[config.mk]
export PLATFORM = sky130hd
export DESIGN_NAME = serial_reg_front
export DESIGN_NICKNAME = d
export VERILOG_FILES = /design/src/rtl/srf_pkg.sv /design/src/rtl/srf_bus_decode.sv /design/src/rtl/srf_rx_fifo.sv /design/src/rtl/srf_irq.sv /design/src/rtl/serial_reg_front.sv
export SDC_FILE = /design/constraint.sdc
export NUM_CORES = 1
export LEC_CHECK = 0
export BUFFER_PORTS_ARGS = -buffer_cell sky130_fd_sc_hd__buf_4
export CAP_MARGIN = 5
export CORE_MARGIN = 2
export CORE_UTILIZATION = 59
export CTS_CLUSTER_DIAMETER = 40
export DETAILED_ROUTE_END_ITERATION = 8
export HOLD_SLACK_MARGIN = 0.03
export PLACE_DENSITY = 0.85
export SKIP_LAST_GASP = 1
export SYNTH_ARGS = -nofsm -noshare
export SYNTH_HDL_FRONTEND = slang
export SYNTH_SLANG_ARGS = --single-unit
export TNS_END_PERCENT = 30
[constraint.sdc]
create_clock -name clk -period 4.83 [get_ports clk]
set_input_delay 0.7245 -clock clk [delete_from_list [all_inputs] [get_ports clk]]
set_output_delay 0.7245 -clock clk [all_outputs]
set_load 0.005 [all_outputs]
[src/rtl/srf_pkg.sv]
package srf_pkg;
  localparam int REG_COUNT = 7;
  localparam int IDX_TXD = 0;
  localparam int IDX_RXD = 1;
  localparam int IDX_TXC = 2;
  localparam int IDX_RXC = 3;
  localparam int IDX_IEN = 4;
  localparam int IDX_IPD = 5;
  localparam int IDX_DIV = 6;
  localparam int WM_TX_BIT = 0;
  localparam int WM_RX_BIT = 1;
  localparam logic [31:0] RX_EMPTY_WORD = 32'h8000_0000;
  localparam logic [1:0]  SIZE_WORD = 2'b10;
  localparam logic [31:0] WINDOW_BYTES = 32'd32;
endpackage

[src/rtl/srf_bus_decode.sv]
module srf_bus_decode
  import srf_pkg::*;
#(
  parameter int ADDR_W = 8
) (
  input  logic [ADDR_W-1:0]    addr,
  input  logic [1:0]           size,
  input  logic                 access,
  output logic [REG_COUNT-1:0] sel,
  output logic                 bad
);
  logic       in_window;
  logic       aligned;
  logic       defined;
  logic       good;
  logic [2:0] idx;

  assign idx       = addr[4:2];
  assign aligned   = (addr[1:0] == 2'b00);
  assign in_window = (32'(addr) < WINDOW_BYTES);
  assign defined   = (int'(idx) < REG_COUNT);
  assign good      = access && (size == SIZE_WORD) && aligned && in_window && defined;
  assign bad       = access && !good;

  for (genvar i = 0; i < REG_COUNT; i++) begin : g_sel
    assign sel[i] = good && (idx == 3'(i));
  end
endmodule

[src/rtl/srf_rx_fifo.sv]
module srf_rx_fifo #(
  parameter int DEPTH  = 8,
  parameter int DATA_W = 8,
  parameter int DROP_W = 8
) (
  input  logic                clk,
  input  logic                rst_n,
  input  logic                in_valid,
  input  logic [DATA_W-1:0]   in_data,
  output logic                in_ready,
  input  logic                pop,
  output logic [DATA_W-1:0]   head,
  output logic                empty,
  output logic [DROP_W-1:0]   drop_cnt
);
  localparam int PTR_W = (DEPTH > 1) ? $clog2(DEPTH) : 1;
  localparam int CNT_W = $clog2(DEPTH + 1);
  localparam logic [CNT_W-1:0] FULL_CNT = CNT_W'(DEPTH);
  localparam logic [PTR_W-1:0] LAST_PTR = PTR_W'(DEPTH - 1);
  localparam logic [DROP_W-1:0] DROP_MAX = '1;

  logic [DATA_W-1:0] mem [DEPTH];
  logic [PTR_W-1:0]  wr_ptr, rd_ptr;
  logic [CNT_W-1:0]  count;
  logic              push, do_pop;

  assign in_ready = (count < FULL_CNT);
  assign empty    = (count == '0);
  assign push     = in_valid && in_ready;
  assign do_pop   = pop && !empty;
  assign head     = mem[rd_ptr];

  always_ff @(posedge clk) begin
    if (push) mem[wr_ptr] <= in_data;
  end

  always_ff @(posedge clk or negedge rst_n) begin
    if (!rst_n) begin
      wr_ptr   <= '0;
      rd_ptr   <= '0;
      count    <= '0;
      drop_cnt <= '0;
    end else begin
      if (push)   wr_ptr <= (wr_ptr == LAST_PTR) ? '0 : wr_ptr + 1'b1;
      if (do_pop) rd_ptr <= (rd_ptr == LAST_PTR) ? '0 : rd_ptr + 1'b1;
      if (push && !do_pop)      count <= count + 1'b1;
      else if (!push && do_pop) count <= count - 1'b1;
      if (in_valid && !in_ready && drop_cnt != DROP_MAX) drop_cnt <= drop_cnt + 1'b1;
    end
  end

  a_r3_no_overflow: assert property (@(posedge clk) disable iff (!rst_n)
    count <= FULL_CNT);
  a_r3_full_holds: assert property (@(posedge clk) disable iff (!rst_n)
    (count == FULL_CNT && !pop) |=> (count == FULL_CNT));
  a_r3_drop_counts: assert property (@(posedge clk) disable iff (!rst_n)
    (in_valid && !in_ready && drop_cnt != DROP_MAX) |=> (drop_cnt == $past(drop_cnt) + 1'b1));
  a_r9_pop_push_keep: assert property (@(posedge clk) disable iff (!rst_n)
    (push && do_pop) |=> $stable(count));
endmodule

[src/rtl/srf_irq.sv]
module srf_irq
  import srf_pkg::*;
(
  input  logic [1:0] enable,
  input  logic       rx_nonempty,
  output logic [1:0] pending,
  output logic       irq
);
  always_comb begin
    pending = '0;
    pending[WM_RX_BIT] = rx_nonempty;
    pending[WM_TX_BIT] = 1'b0;
  end
  assign irq = |(enable & pending);
endmodule

[src/rtl/serial_reg_front.sv]
module serial_reg_front
  import srf_pkg::*;
#(
  parameter int ADDR_W     = 8,
  parameter int FIFO_DEPTH = 8,
  parameter int DROP_W     = 8
) (
  input  logic              clk,
  input  logic              rst_n,
  input  logic [ADDR_W-1:0] bus_addr,
  input  logic [1:0]        bus_size,
  input  logic              bus_we,
  input  logic [31:0]       bus_wdata,
  input  logic              bus_re,
  output logic [31:0]       bus_rdata,
  output logic              bus_err,
  output logic              tx_valid,
  output logic [7:0]        tx_data,
  input  logic              rx_valid,
  input  logic [7:0]        rx_data,
  output logic              rx_ready,
  output logic [DROP_W-1:0] rx_drop_cnt,
  output logic [31:0]       cfg_tx_ctrl,
  output logic [31:0]       cfg_rx_ctrl,
  output logic [31:0]       cfg_divisor,
  output logic              irq
);
  localparam int CHAR_W = 8;

  logic [REG_COUNT-1:0] sel;
  logic                 bad;
  logic                 rd;
  logic                 fifo_empty;
  logic [CHAR_W-1:0]    fifo_head;
  logic [1:0]           ie_q;
  logic [1:0]           pending;
  logic [31:0]          rd_word;

  assign rd = bus_re && !bus_we;

  srf_bus_decode #(.ADDR_W(ADDR_W)) u_decode (
    .addr   (bus_addr),
    .size   (bus_size),
    .access (bus_we || bus_re),
    .sel    (sel),
    .bad    (bad)
  );

  srf_rx_fifo #(.DEPTH(FIFO_DEPTH), .DATA_W(CHAR_W), .DROP_W(DROP_W)) u_fifo (
    .clk      (clk),
    .rst_n    (rst_n),
    .in_valid (rx_valid),
    .in_data  (rx_data),
    .in_ready (rx_ready),
    .pop      (rd && sel[IDX_RXD]),
    .head     (fifo_head),
    .empty    (fifo_empty),
    .drop_cnt (rx_drop_cnt)
  );

  srf_irq u_irq (
    .enable      (ie_q),
    .rx_nonempty (!fifo_empty),
    .pending     (pending),
    .irq         (irq)
  );

  always_comb begin
    rd_word = '0;
    if (sel[IDX_RXD])      rd_word = fifo_empty ? RX_EMPTY_WORD : {{(32-CHAR_W){1'b0}}, fifo_head};
    else if (sel[IDX_TXC]) rd_word = cfg_tx_ctrl;
    else if (sel[IDX_RXC]) rd_word = cfg_rx_ctrl;
    else if (sel[IDX_IEN]) rd_word = {30'b0, ie_q};
    else if (sel[IDX_IPD]) rd_word = {30'b0, pending};
    else if (sel[IDX_DIV]) rd_word = cfg_divisor;
  end

  always_ff @(posedge clk or negedge rst_n) begin
    if (!rst_n) begin
      bus_rdata   <= '0;
      bus_err     <= 1'b0;
      tx_valid    <= 1'b0;
      tx_data     <= '0;
      ie_q        <= '0;
      cfg_tx_ctrl <= '0;
      cfg_rx_ctrl <= '0;
      cfg_divisor <= '0;
    end else begin
      tx_valid <= bus_we && sel[IDX_TXD];
      if (bus_we && sel[IDX_TXD]) tx_data <= bus_wdata[CHAR_W-1:0];
      if (bus_we && sel[IDX_TXC]) cfg_tx_ctrl <= bus_wdata;
      if (bus_we && sel[IDX_RXC]) cfg_rx_ctrl <= bus_wdata;
      if (bus_we && sel[IDX_IEN]) ie_q <= bus_wdata[1:0];
      if (bus_we && sel[IDX_DIV]) cfg_divisor <= bus_wdata;
      if (rd) bus_rdata <= rd_word;
      if (bad) bus_err <= 1'b1;
    end
  end

  a_r5_tx_strobe: assert property (@(posedge clk) disable iff (!rst_n)
    (bus_we && sel[IDX_TXD]) |=> (tx_valid && tx_data == $past(bus_wdata[7:0])));
  a_r5_no_spurious_tx: assert property (@(posedge clk) disable iff (!rst_n)
    tx_valid |-> $past(bus_we && sel[IDX_TXD]));
  a_r4_empty_read: assert property (@(posedge clk) disable iff (!rst_n)
    (rd && sel[IDX_RXD] && fifo_empty) |=> (bus_rdata == RX_EMPTY_WORD));
  a_r10_err_sticky: assert property (@(posedge clk) disable iff (!rst_n)
    bus_err |=> bus_err);
  a_r8_irq_needs_data: assert property (@(posedge clk) disable iff (!rst_n)
    irq |-> !fifo_empty);
  a_r2_bad_size_no_write: assert property (@(posedge clk) disable iff (!rst_n)
    (bus_we && bus_size != SIZE_WORD) |=> $stable(cfg_divisor));
endmodule

* After elaboration in Yosys (flattened, before gate mapping)
Memories as Yosys holds them, arrays and structs flattened. Index checks and enable logic that the tools add are counted.
Storage, ports and cells: RAM bits 64, input bits 55, register bits after elaboration 158, memories kept 1
Operators by class: equality and inequality tests 10, reduce and logical (&&, ||, !) cells 37, magnitude comparators 3, add/subtract/negate cells 5, bitwise operators 1, multiplexer cells 13
Memories:
- u_fifo.mem | depth 8, bits a word 8, rd ports 1, clocked after memory_dff 0, wr ports 1, RTL line srf_rx_fifo.sv:22 | logic [DATA_W-1:0] mem [DEPTH];
Operators by type and width (number):
- $mux W32 | 7
- $logic_and A1 B1 Y1 | 25
- $eq A3 B3 Y1 const B | 5
- $add A8 B1 Y8 const B | 1
- $lt A8 B6 Y1 const B | 1
- $mux W4 | 2
- $ne A8 B8 Y1 const B | 1
- $add A3 B1 Y3 const B | 2
- $eq A3 B2 Y1 const B | 2
- $logic_not A1 Y1 | 6
- $mux W3 | 2
- $add A4 B1 Y4 const B | 1
- $logic_not A4 Y1 | 1
- $lt A4 B4 Y1 const B | 1
- $sub A4 B1 Y4 const B | 1
- $eq A3 B1 Y1 const B | 1
- $logic_not A3 Y1 | 1
- $lt A3 B3 Y1 const B | 1
- $and A2 B2 Y2 | 1
- $eq A2 B2 Y1 const B | 1
- $logic_not A2 Y1 | 1
- $mux W1 | 2
- $reduce_bool A2 Y1 | 1
- $reduce_or A2 Y1 | 1
- $logic_or A1 B1 Y1 | 1

* Logic depth before layout (Yosys ltp)
Gate-level depths: netlist of run 1.
depth after elaboration 12, gate-level depth with buffers 12, depth with buffers taken out 10

* By module
From an unflattened synthesis of run 1, not the netlist that was laid out.
Second synthesis, totals: cell total of the unflattened synthesis 651, area total of the unflattened synthesis 9415.3 um^2
By module, submodules not included:
- serial_reg_front | sequential area each 3503.4 um^2, times used 1, area an instance 5818.1 um^2, cells each 436
- srf_rx_fifo | sequential area each 2372.3 um^2, times used 1, area an instance 3457.1 um^2, cells each 193
- srf_bus_decode | sequential area each 0.0 um^2, times used 1, area an instance 115.1 um^2, cells each 18
- srf_irq | sequential area each 0.0 um^2, times used 1, area an instance 25.0 um^2, cells each 4

* Least setup slack after synthesis of run 1
No wires, ideal clock.
kind input -> register, from input port bus_addr[0], to register u_fifo.count[3], slack 1789 ps, stages 10, arrival 2961 ps, library setup time 80 ps, required time 4750 ps, path through or4_4 -> nor2_2 -> nand3_1 -> ha_1 -> inv_1 -> ha_1 -> a21o_1 -> a21oi_1 -> mux2i_1 -> xnor2_1
On the way: word-level cells in the longest chain between the ends 10
RTL lines:
- from (decl) | RTL line serial_reg_front.sv:10 | input logic [ADDR_W-1:0] bus_addr,
- branches (longest 2 deep; another with $lt A8 B6 Y1)
- $logic_and A1 B1 Y1 (*) (2 in series) | RTL line srf_bus_decode.sv:22 | assign good = access && (size == SIZE_WORD) && aligned && in_window && defined;
- $logic_and A1 B1 Y1 (*) | RTL line srf_bus_decode.sv:26 | assign sel[i] = good && (idx == 3'(i));
- $logic_and A1 B1 Y1 (*) | RTL line serial_reg_front.sv:55 | .pop (rd && sel[IDX_RXD]),
- $logic_and A1 B1 Y1 (*) | RTL line srf_rx_fifo.sv:30 | assign do_pop = pop && !empty;
- $logic_not A1 Y1 | RTL line srf_rx_fifo.sv:46 | if (push && !do_pop) count <= count + 1'b1;
- $logic_and A1 B1 Y1 | RTL line srf_rx_fifo.sv:46
- $mux W4 or $reduce_bool A2 Y1 (tied branches)
- to (signal assigned) | RTL line srf_rx_fifo.sv:46
- to (signal assigned) | RTL line srf_rx_fifo.sv:47 | else if (!push && do_pop) count <= count - 1'b1;
- to (decl) | RTL line srf_rx_fifo.sv:24 | logic [CNT_W-1:0] count;
Mark *: on every way between the ends. A chain may end at the register's enable or synchronous reset.

* Worst setup path after layout of run 1
Same ends and word-level chain as after synthesis.

==> results.sh, run 1 <==
export IMPL_critPathMaxFanout=9
export IMPL_synth_compound_area_share_pct=6.57
export IMPL_n_antenna_cell=0
export IMPL_p_leak_nw=5.88
export IMPL_dieHeight_um=132
export IMPL_synth_area_mux_share_pct=19.4
export IMPL_post_cts_setup_buffer_count=0
export IMPL_synth_warnings=0
export IMPL_slew_headroom_pct=21.2
export IMPL_synth_net_count=749
export IMPL_wl_per_cell_um=23.0
export IMPL_synth_xor_area_share_pct=0.912
export IMPL_cts_root_buf="clkbuf_16"
export IMPL_outcome="complete, no violations"
export IMPL_min_period_over_period_pct=63.0
export IMPL_synth_cells=685
export IMPL_hold_violations=0
export IMPL_place_gp_congestion=0.898
export IMPL_synth_edf_count=64
export IMPL_fp_dieW_um=132
export IMPL_io_pins=203
export IMPL_start_util_pct=60.4
export IMPL_async_reset_ff_share_pct=71.2
export IMPL_vias=6863
export IMPL_grt_pass1_wl_mm=41.6
export IMPL_insertion_delay_ns=0.54
export IMPL_rows=46
export IMPL_max_cap_violations=0
export IMPL_dp_hpwl_mm=16.7
export IMPL_vias_per_cell=6.07
export IMPL_synth_area_sq_um=9600
export IMPL_cts_clk_slew_worst_paths_ns=0.06
export IMPL_yosys_area_share_simple_pct=7.25
export IMPL_grt_usage_pct=30.5
export IMPL_rsz0062_at_grt="no"
export IMPL_post_cts_resized=0
export IMPL_seq_area_frac_synth_pct=61.2
export IMPL_syn_avg_cell_area_sq_um=14.0
export IMPL_cts_tree="built"
export IMPL_synth_cell_type_count=52
export IMPL_slew_violations=0
export IMPL_synthFlopType="dfrtp_1"
export IMPL_fp_coreArea_sq_um=15900
export IMPL_crit_required_ns=5.28
export IMPL_synth_fa_ha_area_share_pct=1.25
export IMPL_crit_path_end_kind="flop"
export IMPL_critical_path_class="in2reg"
export IMPL_fin_tns_setup_ns=0
export IMPL_final_cell_mix="210 x buf_4, 158 x dfrtp_1, 86 x mux2_2, 64 x edfxtp_1, 41 x nand2_1"
export IMPL_drtPass1Iterations=5
export IMPL_power_density_nw_per_um2=409
export IMPL_ys_seq_elements=222
export IMPL_crit_path_start_kind="input port"
export IMPL_hold_path_class="in2async"
export IMPL_postRouteAntennaNets=0
export IMPL_setup_violations=0
export IMPL_worst_pin_slew_ns=1.18
export IMPL_hold_buffers=0
export IMPL_final_common_cell="buf_4"
export IMPL_grt_overflow=0
export IMPL_placed_cell_area_sq_um=11200
export IMPL_vdd_ir_drop_max_mv=0.323
export IMPL_antenna_found_initial=0
export IMPL_area_delta_synth_final_pct=28.6
export IMPL_drc=0
export IMPL_cts_buffers=30
export IMPL_cts_sinks=222
export IMPL_fin_crit_ns=3.04
export IMPL_crit_arrival_ns=3.49
export IMPL_drive_above_1_share_pct=43.8
export IMPL_synth_top_family_by_area="multiplexers"
export IMPL_drt_wl_total_mm=26.0
export IMPL_first_global_vias=7330
export IMPL_fmax_ghz=0.329
export IMPL_cts_buffer_depth=3
export IMPL_stdcell_area_sq_um=12300
export IMPL_dieArea_sq_um=17300
export IMPL_finalClockSkew_ns=0.0155
export IMPL_drt_initial_drc_count=564
export IMPL_io_buffers=202
export IMPL_final_nets=954
export IMPL_htreeDepth=1
export IMPL_grt_max_degree=59
==> sequential cells by signal, summed over array words and instances (netlist names) <==
signal,count
bus_rdata,32
bus_err,1
ie_q,2
cfg_divisor,32
cfg_tx_ctrl,32
tx_valid,1
u_fifo.count,4
tx_data,8
u_fifo.rd_ptr,3
u_fifo.mem,64
u_fifo.drop_cnt,8
cfg_rx_ctrl,32
u_fifo.wr_ptr,3
==> metal layers <==
layer	up-vias	global-route usage, %	share of wire, %
li1	2912	-	-
met2	369	52.9	51
met1	3496	37.1	37
met3	86	6.64	7.9
met4	0	12.7	3.8
met5	-	0	0
==> per-stage QoR <==
stage | hold WS, ns | setup WS, ns | utilization, % | total power [mW] | instances
after global routing | 0.157 | 1.66 | 77.7 | 5.22 | 1130
final | 0.129 | 1.79 | 77.7 | 5.05 | 1130
after global placement | 0.452 | 1.51 | 70.8 | 2.65 | 1074
after CTS | 0.145 | 1.84 | 77.7 | 5.07 | 1130
after floorplan | 0.429 | 1.79 | - | 2.44 | 685
after detailed placement | 0.461 | 1.39 | 70.8 | 2.70 | 1074
==> final timing paths <==
kind | start | endpoint | slack (ns) | cells past startpoint
worst min register to register | bus_err | bus_err | 0.47 | 1
min in group clk | rx_data[2] | u_fifo.mem[0][2] | 0.42 | 1
worst max register to register | u_fifo.count[3] | u_fifo.count[3] | 1.85 | 10
max in group asynchronous | rst_n | cfg_tx_ctrl[18] | 3.56 | 2
worst max-delay path | bus_addr[0] | u_fifo.count[3] | 1.79 | 11
worst min-delay path | rst_n | cfg_rx_ctrl[19] | 0.13 | 1
==> cell usage after synthesis, drive strengths merged (3+ instances only) <==
| library cell | number | area (sq um) |
|---|---|---|
| a21oi | 40 | 200 |
| a2bb2oi | 6 | 52.6 |
| and2 | 3 | 18.8 |
| buf | 16 | 131 |
| clkbuf | 22 | 82.6 |
| dfrtp | 158 | 3950 |
| edfxtp | 64 | 1920 |
| ha | 8 | 100 |
| inv | 29 | 109 |
| mux2 | 120 | 1460 |
| mux2i | 4 | 40.0 |
| mux4 | 16 | 360 |
| nand2 | 41 | 154 |
| nand2b | 12 | 75.1 |
| nand3 | 17 | 85.1 |
| nand4 | 11 | 87.6 |
| nor2 | 30 | 115 |
| nor2b | 7 | 43.8 |
| nor3 | 6 | 35.0 |
| nor4 | 3 | 18.8 |
| o211ai | 6 | 45.0 |
| o21ai | 11 | 55.1 |
| o221ai | 5 | 43.8 |
| o31ai | 20 | 150 |
| xnor2 | 9 | 78.8 |
==> logic make-up (layout without fill, tap and decap cells) <==
kind of cell | count (synthesis) | count (layout)
AO/OA/AOI/OAI | 98 | 98
XOR/XNOR | 10 | 10
buffers and inverters | 68 | 297
adder cells (fa/ha/maj) | 9 | 9
flip-flops | 222 | 222
multiplexers | 140 | 140
AND/OR/NAND/NOR | 138 | 138
==> report_power, final <==
group | internal, mW | leakage (nW) | switching [mW]
registers | 2.06 | 2.75 | 0.103
clock network | 1.55 | 0.520 | 0.815
logic | 0.238 | 2.60 | 0.279
total | 3.85 | 5.88 | 1.20
==> worst max-delay path, cell delays in order <==
cell	delay (ns)
buf_4	0.12
or4_4	0.58
nor2_2	0.37
nand3_1	0.21
ha_1	0.26
inv_1	0.14
ha_1	0.26
a21o_1	0.18
a21oi_1	0.21
mux2i_1	0.27
xnor2_1	0.17
==> area by class of cell <==
| type | instances | area [sq um] |
|---|---|---|
| clock buffer | 41 | 843 |
| clock inverter | 15 | 253 |
| fill | 909 | 3540 |
| inverter | 30 | 113 |
| multi-input combinational | 395 | 3400 |
| sequential | 222 | 5880 |
| tap | 216 | 270 |
| timing repair buffer | 211 | 1590 |
(Power assumes the default switching activity.)
==> run 2, diff against run 1 <==
--- a/config.mk
+++ b/config.mk
@@ -5,14 +5,15 @@
 export SDC_FILE = /design/constraint.sdc
 export NUM_CORES = 1
 export LEC_CHECK = 0
+export ABC_AREA = 1
 export BUFFER_PORTS_ARGS = -buffer_cell sky130_fd_sc_hd__buf_4
 export CAP_MARGIN = 5
 export CORE_MARGIN = 2
-export CORE_UTILIZATION = 59
+export CORE_UTILIZATION = 55
 export CTS_CLUSTER_DIAMETER = 40
 export DETAILED_ROUTE_END_ITERATION = 8
 export HOLD_SLACK_MARGIN = 0.03
-export PLACE_DENSITY = 0.85
+export PLACE_DENSITY = 0.8
 export SKIP_LAST_GASP = 1
 export SYNTH_ARGS = -nofsm -noshare
 export SYNTH_HDL_FRONTEND = slang
==> constraint.sdc (replaced) <==
create_clock -name clk -period 3.2 [get_ports clk]
set_input_delay 0.48 -clock clk [delete_from_list [all_inputs] [get_ports clk]]
set_output_delay 0.48 -clock clk [all_outputs]
set_load 0.005 [all_outputs]
==> run 2 against run 1 <==
Effect of this change: non-clock buffer count grew 4; via count grew 19%; critical path depth grew 1; utilization shrank 4.5 points; cell area grew 2.6%; register-to-register slack lost 0.85 ns; clock power grew 63%; sequential cell count is the same; critical endpoint unchanged; largest cell class unchanged.
==> results.sh, run 2 <==
export IMPL_antenna_found_initial=0
export IMPL_worst_pin_slew_ns=1.06
export IMPL_post_synth_top_count_cell="nand2_1"
export IMPL_post_cts_setup_buffer_count=0
export IMPL_vdd_ir_drop_max_mv=0.469
export IMPL_cts_buffer_depth=3
export IMPL_cts_buffers=34
export IMPL_io_buffers=202
export IMPL_synth_cell_type_count=37
export IMPL_fin_crit_ns=2.20
export IMPL_synthFlopType="dfrtp_1"
export IMPL_synth_area_sq_um=9760
export IMPL_wl_per_cell_um=16.8
export IMPL_async_reset_ff_share_pct=71.2
export IMPL_first_global_vias=8063
export IMPL_seqCellArea_sq_um=5880
export IMPL_largest_register="u_fifo.mem"
export IMPL_cts_sinks=222
export IMPL_rows=48
export IMPL_final_cell_mix="280 x nand2_1, 211 x buf_4, 181 x nor2_1, 158 x dfrtp_1, 106 x inv_1"
export IMPL_utilization_pct=73.2
export IMPL_drc=0
export IMPL_slew_violations=0
export IMPL_outcome="complete, no violations"
export IMPL_dieHeight_um=137
export IMPL_ys_top_cells_by_count="280 x nand2_1, 182 x nor2_1, 158 x dfrtp_1"
export IMPL_fp_coreArea_sq_um=17300
export IMPL_grt_usage_pct=28.1
export IMPL_ys_seq_elements=222
export IMPL_drtPass1Iterations=5
export IMPL_synth_net_count=1155
export IMPL_crit_required_ns=3.59
export IMPL_slew_headroom_pct=29.1
export IMPL_finalPower_mw=7.82
export IMPL_dp_hpwl_mm=16.6
export IMPL_n_antenna_cell=0
export IMPL_synth_top_area_share_pct=40.5
export IMPL_fmax_ghz=0.455
export IMPL_finalClockSkew_ns=0.0266
export IMPL_placed_cells=1479
export IMPL_crit_chain="nor2_1 > nand2_1 > nand4_1 > ha_1 > inv_1 > ha_1 > a21o_1 > a21oi_1 > nor2_1 > nor2_1 > nand2_1 > xor2_1"
export IMPL_fin_tns_setup_ns=0
export IMPL_grt_max_degree=66
export IMPL_post_cts_resized=0
export IMPL_critical_path_max_stage_delay_ns=0.41
export IMPL_synth_warnings=0
export IMPL_grt_pass1_wl_mm=40.9
export IMPL_largest_reg_flops=64
export IMPL_drive_above_1_share_pct=21.9
export IMPL_vias=8200
export IMPL_crit_path_end_kind="flop"
export IMPL_path_common_cell="nor2_1"
export IMPL_crit_path_start_kind="flop"
export IMPL_yosysTopAreaCell="dfrtp_1"
export IMPL_p_leak_nw=6.70
export IMPL_critPathBufInv=1
export IMPL_drt_initial_drc_count=624
export IMPL_start_util_pct=56.4
export IMPL_grt_overflow=0
export IMPL_dieArea_sq_um=18800
export IMPL_syn_avg_cell_area_sq_um=8.95
export IMPL_io_pins=203
export IMPL_setup_violations=0
export IMPL_final_cells=1542
export IMPL_final_common_cell="nand2_1"
export IMPL_final_nets=1355
export IMPL_hold_violations=0
export IMPL_fill_cells=1308
export IMPL_rsz0062_at_grt="no"
export IMPL_cts_root_buf="clkbuf_16"
export IMPL_multi_input_area_sq_um=3250
export IMPL_drt_wl_total_mm=25.9
export IMPL_power_density_nw_per_um2=618
export IMPL_place_gp_congestion=0.907
export IMPL_vias_per_cell=5.32
export IMPL_cts_clk_slew_worst_paths_ns=0.06
export IMPL_slowest_stage="dfrtp_1"
export IMPL_synth_area_top_cells="dfrtp_1 41%, edfxtp_1 20%, nand2_1 11%, nor2_1 7.0%, o21ai_0 4.4%"
export IMPL_cts_tree="built"
export IMPL_min_period_over_period_pct=68.6
export IMPL_synth_edf_count=64
export IMPL_htreeDepth=2
export IMPL_synth_cells=1091
export IMPL_area_delta_synth_final_pct=29.7
export IMPL_insertion_delay_ns=0.50
export IMPL_postRouteAntennaNets=0
export IMPL_crit_arrival_ns=2.58
export IMPL_critPathMaxFanout=4
export IMPL_cp_top_family="simple AND/OR/NAND/NOR gates"
export IMPL_max_cap_violations=0
export IMPL_fp_dieW_um=137
export IMPL_seq_area_frac_synth_pct=60.2
export IMPL_hold_path_class="in2reg"
export IMPL_critical_path_class="reg2reg"
[run 2: changes by cell type after synthesis, moves of 20 or more]
cell and change:
o31ai_1 -20, mux2_2 -85, nand2_1 +239, mux2_4 -30, nand3_1 +27, nor2_1 +153
inv_1 +77, o21ai_0 +75
[run 2: path summary, 6_finish.rpt]
kind / start / end / slack, ns / cells past startpoint
worst max register to register: u_fifo.count[3] / u_fifo.count[3] / 1.00 / 12
worst max-delay path: u_fifo.count[3] / u_fifo.count[3] / 1.00 / 12
min in group asynchronous: rst_n / tx_data[3] / 0.55 / 2
max in group asynchronous: rst_n / cfg_rx_ctrl[20] / 1.74 / 3
worst min register to register: tx_data[4] / tx_data[4] / 0.48 / 2
worst min-delay path: rx_data[6] / u_fifo.mem[2][6] / 0.21 / 1
[run 2: where the power goes]
part           internal (mW)  total (mW)  switching, mW
combinational          0.317       0.752          0.435
clock                   2.48        3.84           1.36
sequential              3.10        3.23          0.127
total                   5.90        7.82           1.92
[run 2: metrics by stage]
stage                     instance area (sq um)  setup slack (ns)  hold slack, ns
final                                     12700              1.00           0.212
after global routing                      12700             0.670           0.204
after CTS                                 12700              1.00           0.198
after detailed placement                  11400             0.499           0.463
after global placement                    11400             0.562           0.456
after floorplan                            9760             0.737           0.184
[run 2: timing repair]
item                                    in CTS  in global routing
hold buffers                                 1                  0
endpoints found under the setup margin       0                  0
hold endpoints to repair                    63                  0
[run 2: cell type report]
class	count	share of cell area [%]
repair buffers	215	13.0
flip-flops and latches	222	46.4
well taps	225	2.22
clock buffers	42	7.54
inverters	109	3.23
clock inverters	20	1.94
multi-input cells	709	25.6
[run 2: logic make-up (layout without fill, tap and decap cells)]
group | Yosys count | in the layout | share of synthesized area [%]
simple gates | 529 | 529 | 22.2
flops | 222 | 222 | 60.2
compound gates | 161 | 161 | 8.87
buf+inv | 160 | 386 | 6.56
fa+ha+maj | 9 | 9 | 1.23
xor+xnor | 9 | 9 | 0.808
mux | 1 | 1 | 0.115
[run 2: per-layer routing]
metal / track usage (%) / share of wire (%) / up-vias
li1: - / - / 3903
met1: 38.1 / 41 / 3877
met2: 44.9 / 48 / 362
met3: 6.33 / 8.8 / 58
met4: 9.97 / 2.8 / 0
met5: 0 / 0 / -
